$ cat src/rtl/nor_shift_pkg.sv
package nor_shift_pkg;
  localparam int FRAME_BYTES = 6;
  localparam int BYTE_W      = 8;
  localparam int FRAME_BITS  = FRAME_BYTES * BYTE_W;
  localparam int IDX_W       = $clog2(FRAME_BITS);
  localparam int ADDR_W      = 5;

  localparam logic [ADDR_W-1:0] ADDR_CMD    = 5'h00;
  localparam logic [ADDR_W-1:0] ADDR_COUNT  = 5'h01;
  localparam logic [ADDR_W-1:0] ADDR_STATUS = 5'h02;
  localparam logic [ADDR_W-1:0] ADDR_DIV    = 5'h03;
  localparam logic [ADDR_W-1:0] ADDR_SLOT0  = 5'h08;
  localparam logic [ADDR_W-1:0] ADDR_CAP0   = 5'h10;

  localparam logic [7:0] CODE_PROG = 8'h04;
  localparam logic [7:0] CODE_RDSR = 8'h02;
  localparam logic [7:0] CODE_WRSR = 8'h20;

  typedef enum logic [1:0] {
    KIND_PROG = 2'd0,
    KIND_RDSR = 2'd1,
    KIND_WRSR = 2'd2
  } xferKind_e;

  typedef struct packed {
    logic             active;
    logic             load;
    logic             sample;
    xferKind_e        kind;
    logic [IDX_W-1:0] bitIdx;
  } shiftStrobe_t;
endpackage

$ cat src/rtl/nor_shift_ctrl.sv
module nor_shift_ctrl
  import nor_shift_pkg::*;
#(
  parameter int DIV_W = 8
) (
  input  logic              clk,
  input  logic              rstN,
  input  logic              regWe,
  input  logic [ADDR_W-1:0] regAddr,
  input  logic [7:0]        regWdata,
  output logic              spiSclk,
  output logic              spiCsN,
  output logic              busy,
  output logic [7:0]        ctrlRdata,
  output shiftStrobe_t      strobe
);
  typedef enum logic [2:0] {
    ST_IDLE, ST_LOW, ST_HIGH, ST_TRAIL, ST_FIN
  } state_e;

  localparam logic [IDX_W-1:0] SHORT_LAST = IDX_W'(2 * BYTE_W - 1);
  localparam logic [7:0]       MAX_COUNT  = 8'(FRAME_BITS);

  state_e           state;
  logic [7:0]       cmdReg;
  logic [7:0]       countReg;
  logic [DIV_W-1:0] divReg;
  logic [DIV_W-1:0] halfCnt;
  logic [IDX_W-1:0] bitIdx;
  logic [IDX_W-1:0] lastIdx;
  xferKind_e        kindReg;
  xferKind_e        newKind;
  logic             cmdWr, codeKnown, progLenOk, startXfer, startEmpty, halfDone;

  always_comb begin
    cmdWr     = regWe && (regAddr == ADDR_CMD) && (state == ST_IDLE);
    newKind   = KIND_PROG;
    codeKnown = 1'b1;
    case (regWdata)
      CODE_PROG: newKind = KIND_PROG;
      CODE_RDSR: newKind = KIND_RDSR;
      CODE_WRSR: newKind = KIND_WRSR;
      default:   codeKnown = 1'b0;
    endcase
    progLenOk  = (countReg != 8'd0) && (countReg <= MAX_COUNT);
    startXfer  = cmdWr && codeKnown && ((newKind != KIND_PROG) || progLenOk);
    startEmpty = cmdWr && codeKnown && (newKind == KIND_PROG) && !progLenOk;
    halfDone   = (halfCnt == divReg);
    busy       = (state != ST_IDLE);
  end

  always_comb begin
    strobe.active = !spiCsN;
    strobe.load   = startXfer;
    strobe.sample = (state == ST_LOW) && halfDone;
    strobe.kind   = startXfer ? newKind : kindReg;
    strobe.bitIdx = bitIdx;
  end

  always_ff @(posedge clk or negedge rstN) begin
    if (!rstN) begin
      state    <= ST_IDLE;
      cmdReg   <= '0;
      countReg <= '0;
      divReg   <= '0;
      halfCnt  <= '0;
      bitIdx   <= '0;
      lastIdx  <= '0;
      kindReg  <= KIND_PROG;
      spiSclk  <= 1'b0;
      spiCsN   <= 1'b1;
    end else begin
      if (regWe && regAddr == ADDR_COUNT) countReg <= regWdata;
      if (regWe && regAddr == ADDR_DIV && state == ST_IDLE) divReg <= DIV_W'(regWdata);
      case (state)
        ST_IDLE: begin
          if (startXfer) begin
            cmdReg  <= regWdata;
            kindReg <= newKind;
            lastIdx <= (newKind == KIND_PROG) ? IDX_W'(countReg - 8'd1) : SHORT_LAST;
            bitIdx  <= '0;
            halfCnt <= '0;
            spiCsN  <= 1'b0;
            state   <= ST_LOW;
          end else if (startEmpty) begin
            cmdReg <= regWdata;
            state  <= ST_FIN;
          end
        end
        ST_LOW: begin
          if (halfDone) begin
            halfCnt <= '0;
            spiSclk <= 1'b1;
            state   <= ST_HIGH;
          end else begin
            halfCnt <= halfCnt + 1'b1;
          end
        end
        ST_HIGH: begin
          if (halfDone) begin
            halfCnt <= '0;
            spiSclk <= 1'b0;
            if (bitIdx == lastIdx) begin
              state <= ST_TRAIL;
            end else begin
              bitIdx <= bitIdx + 1'b1;
              state  <= ST_LOW;
            end
          end else begin
            halfCnt <= halfCnt + 1'b1;
          end
        end
        ST_TRAIL: begin
          if (halfDone) begin
            halfCnt <= '0;
            spiCsN  <= 1'b1;
            state   <= ST_FIN;
          end else begin
            halfCnt <= halfCnt + 1'b1;
          end
        end
        ST_FIN: begin
          cmdReg <= '0;
          state  <= ST_IDLE;
        end
        default: state <= ST_IDLE;
      endcase
    end
  end

  always_comb begin
    ctrlRdata = '0;
    case (regAddr)
      ADDR_CMD:   ctrlRdata = busy ? {3'b000, cmdReg[4:0]} : 8'h00;
      ADDR_COUNT: ctrlRdata = countReg;
      ADDR_DIV:   ctrlRdata = 8'(divReg);
      default:    ctrlRdata = '0;
    endcase
  end

  AST_SCLK_IN_FRAME: assert property (@(posedge clk) disable iff (!rstN)
    spiSclk |-> !spiCsN) else $error("sclk high outside chip select");
  AST_IDLE_QUIET: assert property (@(posedge clk) disable iff (!rstN)
    !busy |-> (spiCsN && !spiSclk)) else $error("pins active while idle");
  AST_CMD_HELD: assert property (@(posedge clk) disable iff (!rstN)
    (state == ST_LOW || state == ST_HIGH || state == ST_TRAIL) |=> (cmdReg == $past(cmdReg)))
    else $error("command changed mid transfer");
  AST_BIT_BOUND: assert property (@(posedge clk) disable iff (!rstN)
    !spiCsN |-> (bitIdx <= lastIdx)) else $error("bit index past length");
  AST_HALF_BOUND: assert property (@(posedge clk) disable iff (!rstN)
    busy |-> (halfCnt <= divReg)) else $error("half period counter overran");
endmodule

$ cat src/rtl/nor_shift_dp.sv
module nor_shift_dp
  import nor_shift_pkg::*;
#(
  parameter logic [7:0] RDSR_OP = 8'h05,
  parameter logic [7:0] WRSR_OP = 8'h01
) (
  input  logic              clk,
  input  logic              rstN,
  input  logic              regWe,
  input  logic [ADDR_W-1:0] regAddr,
  input  logic [7:0]        regWdata,
  input  shiftStrobe_t      strobe,
  input  logic              spiMiso,
  output logic              spiMosi,
  output logic [7:0]        dpRdata
);
  localparam int BIT_SEL_W = $clog2(BYTE_W);

  logic [FRAME_BYTES-1:0][BYTE_W-1:0] slotReg;
  logic [FRAME_BITS-1:0]              frameReg;
  logic [FRAME_BITS-1:0]              capReg;
  logic [BYTE_W-1:0]                  statusReg;
  logic [IDX_W-1:0]                   posIdx;
  logic [IDX_W-1:0]                   stIdx;
  logic [FRAME_BYTES-1:0]             slotHit;
  logic [FRAME_BYTES-1:0]             capHit;

  assign posIdx = IDX_W'(FRAME_BITS - 1) - strobe.bitIdx;
  assign stIdx  = IDX_W'(2 * BYTE_W - 1) - strobe.bitIdx;

  for (genvar g = 0; g < FRAME_BYTES; g++) begin : g_dec
    assign slotHit[g] = (regAddr == ADDR_W'(ADDR_SLOT0 + g));
    assign capHit[g]  = (regAddr == ADDR_W'(ADDR_CAP0 + g));
  end

  always_ff @(posedge clk or negedge rstN) begin
    if (!rstN) begin
      slotReg <= '0;
    end else if (regWe) begin
      for (int i = 0; i < FRAME_BYTES; i++) begin
        if (slotHit[i]) slotReg[i] <= regWdata;
      end
    end
  end

  always_ff @(posedge clk or negedge rstN) begin
    if (!rstN) begin
      frameReg  <= '0;
      capReg    <= '0;
      statusReg <= '0;
    end else if (strobe.load) begin
      case (strobe.kind)
        KIND_RDSR: frameReg <= {RDSR_OP, {(FRAME_BITS - BYTE_W){1'b0}}};
        KIND_WRSR: frameReg <= {WRSR_OP, slotReg[FRAME_BYTES-1], {(FRAME_BITS - 2*BYTE_W){1'b0}}};
        default: begin
          frameReg <= slotReg;
          capReg   <= '0;
        end
      endcase
    end else if (strobe.sample) begin
      if (strobe.kind == KIND_PROG) begin
        capReg[posIdx] <= spiMiso;
      end else if (strobe.kind == KIND_RDSR && strobe.bitIdx >= IDX_W'(BYTE_W)) begin
        statusReg[stIdx[BIT_SEL_W-1:0]] <= spiMiso;
      end
    end
  end

  assign spiMosi = strobe.active & frameReg[posIdx];

  always_comb begin
    dpRdata = '0;
    if (regAddr == ADDR_STATUS) dpRdata = statusReg;
    for (int i = 0; i < FRAME_BYTES; i++) begin
      if (slotHit[i]) dpRdata = slotReg[i];
      if (capHit[i])  dpRdata = capReg[i*BYTE_W +: BYTE_W];
    end
  end

  AST_CAPTURE_IDLE: assert property (@(posedge clk) disable iff (!rstN)
    (!strobe.active && !strobe.load) |=> $stable(capReg)) else $error("capture moved while idle");
  AST_STATUS_OWNER: assert property (@(posedge clk) disable iff (!rstN)
    (strobe.kind != KIND_RDSR) |=> $stable(statusReg)) else $error("status moved outside read-status");
endmodule

$ cat src/rtl/nor_cmd_shifter.sv
module nor_cmd_shifter
  import nor_shift_pkg::*;
#(
  parameter int         DIV_W   = 8,
  parameter logic [7:0] RDSR_OP = 8'h05,
  parameter logic [7:0] WRSR_OP = 8'h01
) (
  input  logic              clk,
  input  logic              rstN,
  input  logic              regWe,
  input  logic [ADDR_W-1:0] regAddr,
  input  logic [7:0]        regWdata,
  output logic [7:0]        regRdata,
  output logic              busy,
  output logic              spiCsN,
  output logic              spiSclk,
  output logic              spiMosi,
  input  logic              spiMiso
);
  shiftStrobe_t strobe;
  logic [7:0]   ctrlRdata;
  logic [7:0]   dpRdata;

  nor_shift_ctrl #(.DIV_W(DIV_W)) u_ctrl (
    .clk(clk), .rstN(rstN), .regWe(regWe), .regAddr(regAddr), .regWdata(regWdata),
    .spiSclk(spiSclk), .spiCsN(spiCsN), .busy(busy), .ctrlRdata(ctrlRdata), .strobe(strobe)
  );

  nor_shift_dp #(.RDSR_OP(RDSR_OP), .WRSR_OP(WRSR_OP)) u_dp (
    .clk(clk), .rstN(rstN), .regWe(regWe), .regAddr(regAddr), .regWdata(regWdata),
    .strobe(strobe), .spiMiso(spiMiso), .spiMosi(spiMosi), .dpRdata(dpRdata)
  );

  assign regRdata = ctrlRdata | dpRdata;

  AST_MOSI_HOLD: assert property (@(posedge clk) disable iff (!rstN)
    (spiSclk && $past(spiSclk)) |-> $stable(spiMosi)) else $error("mosi moved with clock high");
endmodule

$ cat config.mk
export PLATFORM = sky130hd
export DESIGN_NAME = nor_cmd_shifter
export DESIGN_NICKNAME = d
export VERILOG_FILES = /design/src/rtl/nor_shift_pkg.sv /design/src/rtl/nor_shift_ctrl.sv /design/src/rtl/nor_shift_dp.sv /design/src/rtl/nor_cmd_shifter.sv
export SDC_FILE = /design/constraint.sdc
export NUM_CORES = 1
export LEC_CHECK = 0
export BUFFER_PORTS_ARGS = -buffer_cell sky130_fd_sc_hd__clkbuf_2
export CAP_MARGIN = 20
export CORE_UTILIZATION = 55
export CTS_BUF_LIST = sky130_fd_sc_hd__clkbuf_8
export CTS_CLUSTER_DIAMETER = 50
export DETAILED_ROUTE_END_ITERATION = 12
export PLACE_DENSITY_LB_ADDON = 0.05
export RECOVER_POWER = 100
export REMOVE_ABC_BUFFERS = 1
export SLEW_MARGIN = 20
export SYNTH_ARGS = -nofsm -noshare
export SYNTH_HDL_FRONTEND = slang
export SYNTH_HIERARCHICAL = 1
export SYNTH_SLANG_ARGS = --single-unit
$ cat constraint.sdc
create_clock -name clk -period 5.5 [get_ports clk]
set_clock_uncertainty 0.05 [all_clocks]
set_input_delay 0 -clock clk [delete_from_list [all_inputs] [get_ports clk]]
set_output_delay 0 -clock clk [all_outputs]
set_load 0.01 [all_outputs]
# After elaboration in Yosys (flattened, before gate mapping)
# Cells that the tools add are included.
[classes]
n_addsub = 5
order_cmp = 6
n_eq_ne = 33
mux = 54
bitwise = 4
n_reduce_logical = 49
[ops]
columns = ["operator", "n"]
rows = [
  ["48-bit two-way mux", 4],
  ["8-bit two-way mux", 15],
  ["48-bit case mux with 2 select lines", 1],
  ["48-bit bitwise mux", 1],
  ["5-bit by 4-bit == test with 1-bit output, second input constant", 6],
  ["5-bit == test, second input constant", 6],
  ["6-bit two-way mux", 4],
  ["8-bit case mux with 3 select lines", 1],
  ["2-bit AND reduction", 9],
  ["8-bit case mux with 2 select lines", 1],
  ["2-bit nonzero test", 8],
  ["3-bit two-way mux", 5],
  ["5-bit two-way mux", 3],
  ["1-bit logical AND", 14],
  ["3-bit case mux with 4 select lines", 1],
  ["6-bit case mux with 2 select lines", 1],
  ["4-bit AND reduction", 3],
  ["5-bit by 2-bit == test with 1-bit output, second input constant", 2],
  ["5-bit case mux with 2 select lines", 1],
  ["3-bit AND reduction", 3],
  ["8-bit by 1-bit adder with 8-bit output, second input constant", 1],
  ["8-bit bitwise mux", 1],
  ["8-bit by 2-bit == test with 1-bit output, second input constant", 1],
  ["8-bit by 3-bit == test with 1-bit output, second input constant", 1],
  ["41 further kinds", 58],
]
[word_totals]
reg_bits = 200
input_bits = 17
output_inout_bits = 12

# Longest topological paths before layout
# Gate-level depths: netlist of run 1.
[depth]
word_depth = 15
mapped_depth = 16

# Hierarchy
# Netlist of run 1, hierarchy kept.
[modules_own_cells]
columns = ["module", "n_inst", "cells_per_inst", "area_per_inst_um2", "seq_area_each_um2"]
rows = [
  ["nor_shift_dp", 1, 792, 7895.1, 3803.6],
  ["nor_shift_ctrl", 1, 266, 2696.3, 1202.4],
  ["nor_cmd_shifter", 1, 8, 50.0, 0.0],
]

# Worst setup path before layout of run 1
# No wires, ideal clock.
[synth_timing]
path_type = "reg-to-reg"
startpoint = "reg u_ctrl.countReg[0]"
endpoint = "reg u_dp.capReg[24]"
setup_ns = 0.083
t_arrival_ns = 3.171
path_slack_ns = 2.195
stages_incl_launch_ff = 17
path_cell_list = "dfrtp_1 -> inv_1 -> ha_1 -> or4b_1 -> o221a_1 -> o2111ai_2 -> buf_6 -> nand2_1 -> o21ai_0 -> inv_1 -> ha_1 -> nor2_1 -> a31oi_1 -> clkbuf_1 -> clkbuf_1 -> o21ai_0 -> o21ai_0"
[synth_rtl]
columns = ["item", "line_no", "rtl"]
rows = [
  ["start: declaration", "nor_shift_ctrl.sv:26", "logic [7:0] countReg;"],
  ["start signal: assignment", "nor_shift_ctrl.sv:73", "if (regWe && regAddr == ADDR_COUNT) countReg <= regWdata;"],
  ["end signal: indexed assignment", "nor_shift_dp.sv:62", "capReg[posIdx] <= spiMiso;"],
  ["end: declaration", "nor_shift_dp.sv:21", "logic [FRAME_BITS-1:0] capReg;"],
]

==> results of run 1 <==
## kinds of logic (layout without fill, tap and decap cells)
group	count (synthesis)	count (layout)	synth area share (%)
xor gates and xnor gates	22	22	1.81
muxes	96	96	9.92
AOI/OAI and AO/OA	389	389	23.1
buffers and inverters	90	99	3.70
and+or+nand+nor	259	259	13.2
adders and majority gates	10	10	1.18
DFF	200	200	47.0
## timing repair
action / CTS / global route
setup buffers: 0 / 0
hold endpoints to repair: 91 / 0
hold buffers: 6 / 0
## cell type report
cell class	count	area [µm²]	share of cell area, %
flip-flops and latches	200	5010	44.2
well taps	260	325	2.87
inverters	18	67.6	0.596
clock inverters	15	174	1.53
repair buffers	49	298	2.63
clock buffers	17	234	2.06
multi-input cells	776	5230	46.1
## layout by cell type (no fill, tap or decap), drive strengths merged, types with 8 or more instances in the layout
| master | n |
|---|---|
| nand2 | 66 |
| nor2 | 67 |
| mux2i | 20 |
| nor3 | 11 |
| ha | 10 |
| and3 | 14 |
| a22oi | 11 |
| nand3 | 19 |
| dfrtp | 199 |
| buf | 13 |
| o21ai | 138 |
| o22ai | 13 |
| clkbuf | 47 |
| a22o | 47 |
| a21oi | 87 |
| inv | 28 |
| nand2b | 12 |
| and2 | 9 |
| nor4 | 8 |
| a21o | 9 |
| xor2 | 18 |
| mux2 | 76 |
| a221oi | 19 |
| a31oi | 18 |
| or2 | 11 |
## stage by stage
| stage | std cells | instance area (µm²) |
|---|---|---|
| finish | 1335 | 11300 |
| global route | 1335 | 11300 |
| floorplan | 994 | 10300 |
| CTS | 1335 | 11400 |
| global placement | 1297 | 10900 |
| detailed placement | 1297 | 10900 |
## critical path: cells and delay by family (launching register included)
kind / cells / cell delay (ps)
AO/OA/AOI/OAI: 6 / 1720
AND/OR/NAND/NOR: 3 / 710
flip-flops: 1 / 430
adder cells (fa/ha/maj): 2 / 520
buffers and inverters: 4 / 940
## worst paths after layout
check	from	to	slack [ps]
worst max-delay path	u_ctrl/countReg[0]	u_dp/capReg[7]	960
worst min-delay path	regWdata[0]	u_dp/slotReg[16]	70
worst max register to register	u_ctrl/countReg[0]	u_dp/capReg[7]	960
worst min register to register	u_ctrl/kindReg[1]	u_ctrl/kindReg[1]	450
max in group asynchronous	rstN	u_dp/frameReg[40]	1510
min in group asynchronous	rstN	u_dp/statusReg[1]	1390
## routing by layer
metal | global-route usage, % | wire length, µm
met4 | 10.9 | 878
met1 | 50.3 | 14900
met5 | 0 | 0
met2 | 49.6 | 14300
met3 | 8.49 | 2700
## flip-flops by register name, indices dropped and copies added (netlist names), 3 cells and up
name / cells
u_dp/capReg: 48
u_dp/frameReg: 48
u_dp/slotReg: 48
u_ctrl/countReg: 8
u_ctrl/divReg: 8
u_ctrl/halfCnt: 8
u_dp/statusReg: 8
u_ctrl/bitIdx: 6
u_ctrl/lastIdx: 6
u_ctrl/cmdReg: 5
u_ctrl/state: 3
## report_power, final
group	total [µW]	leakage (µW)	switching [µW]	internal [µW]
combinational	345	0.00208	192	153
sequential	1700	0.00267	127	1570
clock	981	0.000212	596	386
==> flow_metrics.py, run 1 <==
metrics = {
    "status": {
        "status": "finished with violations",
        "violations": "capacitance limit, slew limit",
    },
    "timing": {
        "hold_violations": 0,
        "finalCritPeriodShare_pct": 82.5,
        "rsz0062_at_grt": "false",
        "tns_ps": 0,
        "max_freq_ghz": 0.220,
        "final-setup-viol-count": 0,
        "slew_headroom_pct": -163,
        "slew_viol_final": 82,
        "min_period_ps": 4540,
        "worstMarginPinSlew_ps": 3940,
        "fin_worst_hold_slack_ps": 68.1,
        "setup_slack_ps": 963,
    },
    "setup_path": {
        "reg2regPathDepth": 15,
        "slowest_delay_ps": 910,
        "critPathKind": "reg2reg",
        "end_kind": "flip-flop",
        "slowest_stage": "o2111ai_1",
        "critical_path.cell_chain": "inv_1, ha_1, or4b_1, o221a_1, o2111ai_1, nand2_1, o21ai_0, inv_1, ha_1, nor2_2, buf_4, a31oi_2, buf_4, o21ai_0, o21ai_0",
        "crit_top_cell": "o21ai_0",
        "cp_data_required_time_ps": 5790,
        "startpoint_type": "flip-flop",
        "path_max_fanout": 48,
        "worstPathArrival_ps": 4830,
    },
    "logic_synthesis": {
        "ys_top_cells_by_area": "dfrtp_1, mux2_2, o21ai_0, a21oi_1, a22o_1",
        "synth_cells": 1066,
        "synth.largest_area_cell": "dfrtp_1",
        "synth.cells.most_frequent": "dfrtp_1, o21ai_0, a21oi_1",
        "syn_avg_cell_area_um2": 9.98,
        "yosysWarningCount": 6,
        "ys_seq_area_share_pct": 47.0,
        "mappedNetlistArea_um2": 10600,
        "synth_top_area_share_pct": 46.8,
        "yosysMostFrequentCell": "dfrtp_1",
        "synthArstFlopShare_pct": 100,
        "synth_edf_count": 0,
        "ys_seq_elements": 200,
        "synth_ff_type": "dfrtp_1",
        "yosysUniqueCellTypes": 79,
    },
    "run": {
        "drv_cap": 2,
    },
    "drt": {
        "drcViolationCount": 0,
        "drtIter0Drc": 979,
        "vias_per_cell": 6.60,
        "first_pass_iters": 6,
        "routed_wl_um": 32800,
        "routedWlPerCell_um": 24.6,
        "vias": 8811,
        "ant_nets": 0,
    },
    "clock_tree": {
        "cts_buffer_depth": 2,
        "cts_tree": "done",
        "cts-htree-levels": 4,
        "cts-resized-gates": 0,
        "insertion_delay_ps": 480,
        "cts.sinks": 200,
        "clk_pin_slew_ps": 120,
        "cts_root_buf": "clkbuf_8",
        "numCtsBuffers": 17,
    },
    "worst_hold_path": {
        "hold_depth": 2,
        "hold_path.class": "in2reg",
    },
    "die": {
        "row_count": 50,
        "fp.coreArea_um2": 18800,
        "start_util_pct": 56.5,
        "ioPinCount": 29,
        "die-area_um2": 19900,
        "die_x_um": 141,
        "die_h_um": 141,
    },
    "placement": {
        "io_buffer_count": 28,
        "gp_congestion": 0.998,
        "pre_cts_slack_ps": 1430,
        "dp_hpwl_um": 22400,
    },
    "finish": {
        "n_fill_cell": 1623,
        "nets": 1089,
        "post-route-util_pct": 60.2,
        "layout-drive-gt1-share_pct": 15.3,
        "antenna_cells": 0,
        "syn_to_final_growth_pct": 6.50,
    },
    "power": {
        "powerDensity_nw_per_um2": 267,
        "p_leak_uw": 0.00496,
        "max-vdd-ir-drop_mv": 0.195,
        "total_power_uw": 3020,
    },
    "global_route": {
        "grt_pass1_vias": 8319,
        "grt_max_degree": 75,
        "grt_pass1_wl_um": 50300,
        "gr-usage-all-layers_pct": 34.2,
        "antenna_found_initial": 0,
        "gr-total-overflow": 0,
    },
}
Note: power is estimated with default switching activity, not from simulation.
==> run 2: changes to the inputs <==
==> constraint.sdc (replaced) <==
create_clock -name clk -period 4 [get_ports clk]
set_clock_uncertainty 0.05 [all_clocks]
set_input_delay 0 -clock clk [delete_from_list [all_inputs] [get_ports clk]]
set_output_delay 0 -clock clk [all_outputs]
set_load 0.01 [all_outputs]
==> run 2 against run 1 <==
  * The run still ends with capacitance limit, slew limit left
  * Clock-buffer cell count rose by 1
  * Sequential power grew 37%
  * Via count is 1.1% higher
  * Wire length grew 1.1%
  * Setup slack worse by 550 ps
  * Utilization increased by 0.33 points
  * Register-to-register slack lost 550 ps
  * Power increased by 38%
==> flow_metrics.py, run 2 (synthesis results as in run 1) <==
metrics = {
    "worst_hold_path": {
        "hold_depth": 2,
        "hold_path.class": "in2reg",
    },
    "timing": {
        "finalCritPeriodShare_pct": 89.8,
        "tns_ps": 0,
        "slew_headroom_pct": -95.4,
        "fin_worst_hold_slack_ps": 31.6,
        "hold_violations": 0,
        "slew_viol_final": 116,
        "rsz0062_at_grt": "false",
        "final-setup-viol-count": 0,
        "worstMarginPinSlew_ps": 2930,
        "min_period_ps": 3590,
        "max_freq_ghz": 0.278,
    },
    "drt": {
        "first_pass_iters": 6,
        "routedWlPerCell_um": 24.6,
        "vias": 8908,
        "routed_wl_um": 33200,
        "drtIter0Drc": 1038,
        "ant_nets": 0,
        "vias_per_cell": 6.61,
        "drcViolationCount": 0,
    },
    "finish": {
        "antenna_cells": 0,
        "post-route-util_pct": 60.5,
        "mostFrequentLayoutCells": "dfrtp_1, o21ai_0, a21oi_1",
        "syn_to_final_growth_pct": 7.09,
        "layout-drive-gt1-share_pct": 15.4,
        "top_regs": "u_dp/capReg (48), u_dp/frameReg (48), u_dp/slotReg (48)",
        "nets": 1101,
        "final_common_cell": "dfrtp_1",
    },
    "clock_tree": {
        "insertion_delay_ps": 500,
        "numCtsBuffers": 17,
        "cts-htree-levels": 4,
        "postCtsSetupBuffers": 0,
        "cts_root_buf": "clkbuf_8",
        "cts_tree": "done",
        "cts_buffer_depth": 2,
        "cts.sinks": 200,
        "clk_pin_slew_ps": 110,
    },
    "setup_path": {
        "worstPathArrival_ps": 3950,
        "path_max_fanout": 48,
        "slowest_stage": "dfrtp_1",
        "reg2regPathDepth": 14,
        "critical_path.cell_chain": "inv_1, ha_1, or4b_1, o221a_1, o2111ai_1, nand2_1, o21ai_0, inv_1, ha_1, nor2_1, a31oi_2, buf_4, o21ai_0, o21ai_0",
        "startpoint_type": "flip-flop",
        "path_delay_family": "compound AO/OA/AOI/OAI gates",
        "end_kind": "flip-flop",
        "cp.depth": 14,
        "slowest_delay_ps": 450,
        "critPathBufInv": 3,
        "critPathKind": "reg2reg",
        "cp_data_required_time_ps": 4350,
        "crit_top_cell": "o21ai_0",
    },
    "die": {
        "fp.coreArea_um2": 18800,
        "start_util_pct": 56.5,
        "die-area_um2": 19900,
        "ioPinCount": 29,
        "die_x_um": 141,
        "die_h_um": 141,
        "row_count": 50,
    },
    "placement": {
        "gp_congestion": 0.970,
        "dp_hpwl_um": 23200,
        "io_buffer_count": 28,
    },
    "power": {
        "p_leak_uw": 0.00501,
        "powerDensity_nw_per_um2": 365,
        "max-vdd-ir-drop_mv": 0.267,
    },
    "global_route": {
        "grt_pass1_wl_um": 50500,
        "gr-total-overflow": 0,
        "grt_pass1_vias": 8433,
        "antenna_found_initial": 0,
        "gr-usage-all-layers_pct": 34.6,
        "grt_max_degree": 117,
    },
    "run": {
        "drv_cap": 1,
    },
    "status": {
        "status": "finished with violations",
        "violations": "capacitance limit, slew limit",
    },
}
[run 2: cell types whose count changed in the layout (fill, tap and decap cells not counted), moves of 2 or more]
| cell | before | now |
|---|---|---|
| clkbuf_2 | 22 | 24 |
| clkinvlp_4 | 0 | 2 |
| inv_6 | 6 | 4 |
| clkbuf_1 | 8 | 12 |
| buf_4 | 13 | 17 |
| nor2_1 | 63 | 65 |
[run 2: final timing paths]
kind | start | slack [ps] | endpoint
min in group asynchronous | rstN | 930 | u_dp/statusReg[7]
worst min-delay path | regWdata[5] | 30 | u_dp/slotReg[21]
worst max-delay path | u_ctrl/countReg[0] | 410 | u_dp/capReg[36]
worst min register to register | u_ctrl/kindReg[0] | 440 | u_ctrl/kindReg[0]
max in group asynchronous | rstN | 1270 | u_dp/frameReg[47]
worst max register to register | u_ctrl/countReg[0] | 410 | u_dp/capReg[36]
[run 2: timing repair]
| action | CTS | global route |
|---|---|---|
| gates resized for setup | 0 | 0 |
| endpoints found under the hold margin | 162 | 0 |
| hold buffers | 7 | 0 |
| setup endpoints to repair | 0 | 0 |
[run 2: layout make-up]
| type | instances | area, µm² |
|---|---|---|
| Tap cell | 260 | 325 |
| Clock buffer | 18 | 248 |
| Clock inverter | 14 | 161 |
| Fill cell | 1637 | 7430 |
| Inverter | 18 | 67.6 |
| Multi-Input combinational cell | 776 | 5200 |
| Sequential cell | 200 | 5010 |
| Timing Repair Buffer | 61 | 383 |
[run 2: layer usage]
layer	wire length (µm)	global-route usage, %	up-vias
li1	-	-	3978
met1	14800	50.0	4476
met2	14900	52.0	396
met3	2580	6.76	58
met4	879	11.5	0
met5	0	0	-
[run 2: report_power, final]
group | internal (µW) | leakage (µW) | switching, µW
logic | 214 | 0.00213 | 260
registers | 2160 | 0.00267 | 174
clock network | 542 | 0.000205 | 816
[run 2: per-stage QoR]
stage	setup WS, ps	total power [µW]	cells	cell area, µm²
6_report	408	4170	1347	11400
2_1_floorplan	-2890	2590	994	10300
3_5_place_dp	568	2840	1308	11000
4_1_cts	538	4180	1347	11500
5_1_grt	134	4310	1347	11400
3_3_place_gp	628	2830	1308	11000
==> run 3: changes to the inputs <==
--- a/config.mk
+++ b/config.mk
@@ -11,11 +11,11 @@
 export CTS_BUF_LIST = sky130_fd_sc_hd__clkbuf_8
 export CTS_CLUSTER_DIAMETER = 50
 export DETAILED_ROUTE_END_ITERATION = 12
+export GPL_TIMING_DRIVEN = 0
 export PLACE_DENSITY_LB_ADDON = 0.05
 export RECOVER_POWER = 100
 export REMOVE_ABC_BUFFERS = 1
 export SLEW_MARGIN = 20
 export SYNTH_ARGS = -nofsm -noshare
 export SYNTH_HDL_FRONTEND = slang
-export SYNTH_HIERARCHICAL = 1
 export SYNTH_SLANG_ARGS = --single-unit
==> run 3 against run 2 <==
  * The run still ends with capacitance limit, slew limit left
  * Sequential power about the same
  * Flip-flop and latch count did not move
  * Sequential share of layout area decreased by 4.4 points
  * Largest power group unchanged
==> flow_metrics.py, run 3 <==
metrics = {
    "setup_path": {
        "regToRegSetupSlack_ps": 130,
        "path_max_fanout": 12,
        "startpoint_type": "flip-flop",
        "critPathKind": "reg2reg",
        "r2r-start": "u_ctrl.countReg[0]",
        "r2r_end": "u_dp.capReg[35]",
        "cp_data_required_time_ps": 4320,
        "critPathCapture": "u_dp.capReg[35]",
        "reg2regPathDepth": 13,
        "crit_start": "u_ctrl.countReg[0]",
        "worstPathArrival_ps": 4190,
        "end_kind": "flip-flop",
    },
    "finish": {
        "stdcell_area_um2": 12700,
        "nets": 1220,
        "layout-drive-gt1-share_pct": 16.2,
        "final_cells": 1478,
        "final_common_cell": "dfrtp_1",
        "n_fill_cell": 1783,
        "post-route-util_pct": 61.9,
        "top_regs": "u_dp.capReg (48), u_dp.frameReg (48), u_dp.slotReg (48)",
        "syn_to_final_growth_pct": 9.20,
        "mostFrequentLayoutCells": "dfrtp_1, nand2_1, nor2_1, o21ai_0, mux2_2",
    },
    "clock_tree": {
        "insertion_delay_ps": 490,
        "cts-htree-levels": 4,
        "cts_buffer_depth": 2,
        "cts_tree": "done",
        "numCtsBuffers": 17,
        "clk_pin_slew_ps": 110,
        "cts.sinks": 200,
        "cts_root_buf": "clkbuf_8",
    },
    "drt": {
        "drcViolationCount": 0,
        "first_pass_iters": 8,
        "highest_layer": "met4",
        "vias": 9868,
        "routed_wl_um": 38500,
        "routedWlPerCell_um": 26.1,
        "drtIter0Drc": 827,
        "wl_met2_um": 17300,
        "ant_nets": 0,
        "route.met3.wl_um": 3170,
        "vias_per_cell": 6.68,
        "m1WireLength_um": 16800,
    },
    "global_route": {
        "grt_pass1_wl_um": 57900,
        "gr-total-overflow": 0,
        "grt_max_degree": 89,
        "antenna_found_initial": 0,
        "gr-usage-all-layers_pct": 36.1,
        "grt_pass1_vias": 9330,
    },
    "logic_synthesis": {
        "ys_seq_elements": 200,
        "synth_cells": 1216,
        "yosysMostFrequentCell": "dfrtp_1",
        "yosysUniqueCellTypes": 75,
        "yosysWarningCount": 0,
        "mappedNetlistArea_um2": 11600,
        "synth_ff_type": "dfrtp_1",
        "syn_avg_cell_area_um2": 9.55,
        "synth_top_area_share_pct": 42.9,
        "ys_top_cells_by_area": "dfrtp_1, mux2_2, mux2i_1, nand2_1, a32oi_1",
        "synth_edf_count": 0,
        "synthArstFlopShare_pct": 100,
        "ys_seq_area_share_pct": 43.1,
        "synth.cells.most_frequent": "dfrtp_1, nand2_1, nor2_1, o21ai_0",
        "synth.largest_area_cell": "dfrtp_1",
    },
    "power": {
        "powerDensity_nw_per_um2": 338,
        "max-vdd-ir-drop_mv": 0.212,
        "p_leak_uw": 0.00587,
    },
    "placement": {
        "io_buffer_count": 28,
        "dpl_cell_area_um2": 12000,
        "dp_hpwl_um": 25700,
        "placedCellCount": 1421,
        "gp_congestion": 0.972,
    },
    "timing": {
        "fin_worst_hold_slack_ps": 37.1,
        "final-setup-viol-count": 0,
        "slew_headroom_pct": -45.6,
        "max_freq_ghz": 0.258,
        "slew_viol_final": 89,
        "finalCritPeriodShare_pct": 96.7,
        "hold_violations": 0,
        "worstMarginPinSlew_ps": 2180,
        "min_period_ps": 3870,
    },
    "status": {
        "violations": "capacitance limit, slew limit",
        "status": "finished with violations",
    },
    "die": {
        "start_util_pct": 56.7,
        "die-area_um2": 21700,
        "fp.coreArea_um2": 20500,
        "die_x_um": 147,
        "ioPinCount": 29,
        "die_h_um": 147,
        "row_count": 52,
    },
    "worst_hold_path": {
        "hold_path.class": "in2reg",
    },
    "run": {
        "drv_cap": 1,
    },
}
==> run 3: logic make-up (layout without fill, tap and decap cells) <==
logic type / count (synthesis) / after routing / share of synthesized area, %
buf+inv: 125 / 113 / 4.84
xor+xnor: 23 / 23 / 1.73
fa+ha+maj: 9 / 9 / 0.970
compound gates: 281 / 283 / 16.8
flops: 200 / 200 / 43.1
mux: 136 / 136 / 12.6
simple gates: 442 / 443 / 19.9
other cells: 0 / 1 / 0
==> run 3: power by group <==
part           total [µW]  internal [µW]  switching [µW]
registers            2360           2160             198
logic                 539            237             302
clock network        1390            591             801
total                4290           2990            1300
==> run 3: cell type report <==
type	count	area (µm²)	area share (%)
Antenna cell	1	2.50	0.0197
Clock buffer	18	248	1.95
Clock inverter	14	164	1.29
Inverter	12	45.0	0.355
Multi-Input combinational cell	894	6220	49.1
Sequential cell	200	5010	39.5
Tap cell	270	338	2.66
Timing Repair Buffer	69	649	5.12
==> run 3: worst max-delay path: stages (launching register included) <==
cell      delay (ps)
dfrtp_1          490
inv_1            100
ha_1             190
nor3b_4          330
nor4b_4          310
buf_4            170
buf_4            150
o311ai_4         140
a21oi_1          320
ha_4             220
nand4b_1         260
nor3_4           610
a32oi_1          220
mux2i_1          170
==> run 3: through the flow <==
stage	total power, µW	setup TNS (ps)	setup WS (ps)
floorplan	2590	-404260	-4370
global placement	2820	-1168400	-9820
detailed placement	2860	-59750	-1150
CTS	4280	0	31.4
global route	4420	-2.87	-2.87
finish	4290	0	130
==> run 3: routing by layer <==
metal / track usage, % / vias to the layer above
met2: 54.7 / 453
met5: 0 / -
met1: 51.8 / 4908
li1: - / 4427
met4: 12.9 / 0
met3: 6.58 / 80
==> run 3: what timing repair did <==
item                       in CTS  in global routing
hold buffers                    9                  0
setup endpoints to repair     104                 55
hold endpoints to repair      254                  0
gates resized for setup        12                  3
pin swaps                       4                  4
setup buffers                   5                  7
cloned                          3                  0
==> run 3: how the worst min path moves through the flow <==
stage	startpoint	end	slack, ps	cells after the start
floorplan	rstN	u_ctrl.bitIdx[0]	-350	0
global route	regWdata[3]	u_ctrl.countReg[3]	30	2
global placement	spiMiso	u_dp.capReg[19]	350	3
finish	regWdata[5]	u_ctrl.countReg[5]	40	2
CTS	regWdata[5]	u_ctrl.countReg[5]	10	2
detailed placement	rstN	u_dp.frameReg[28]	-40	1
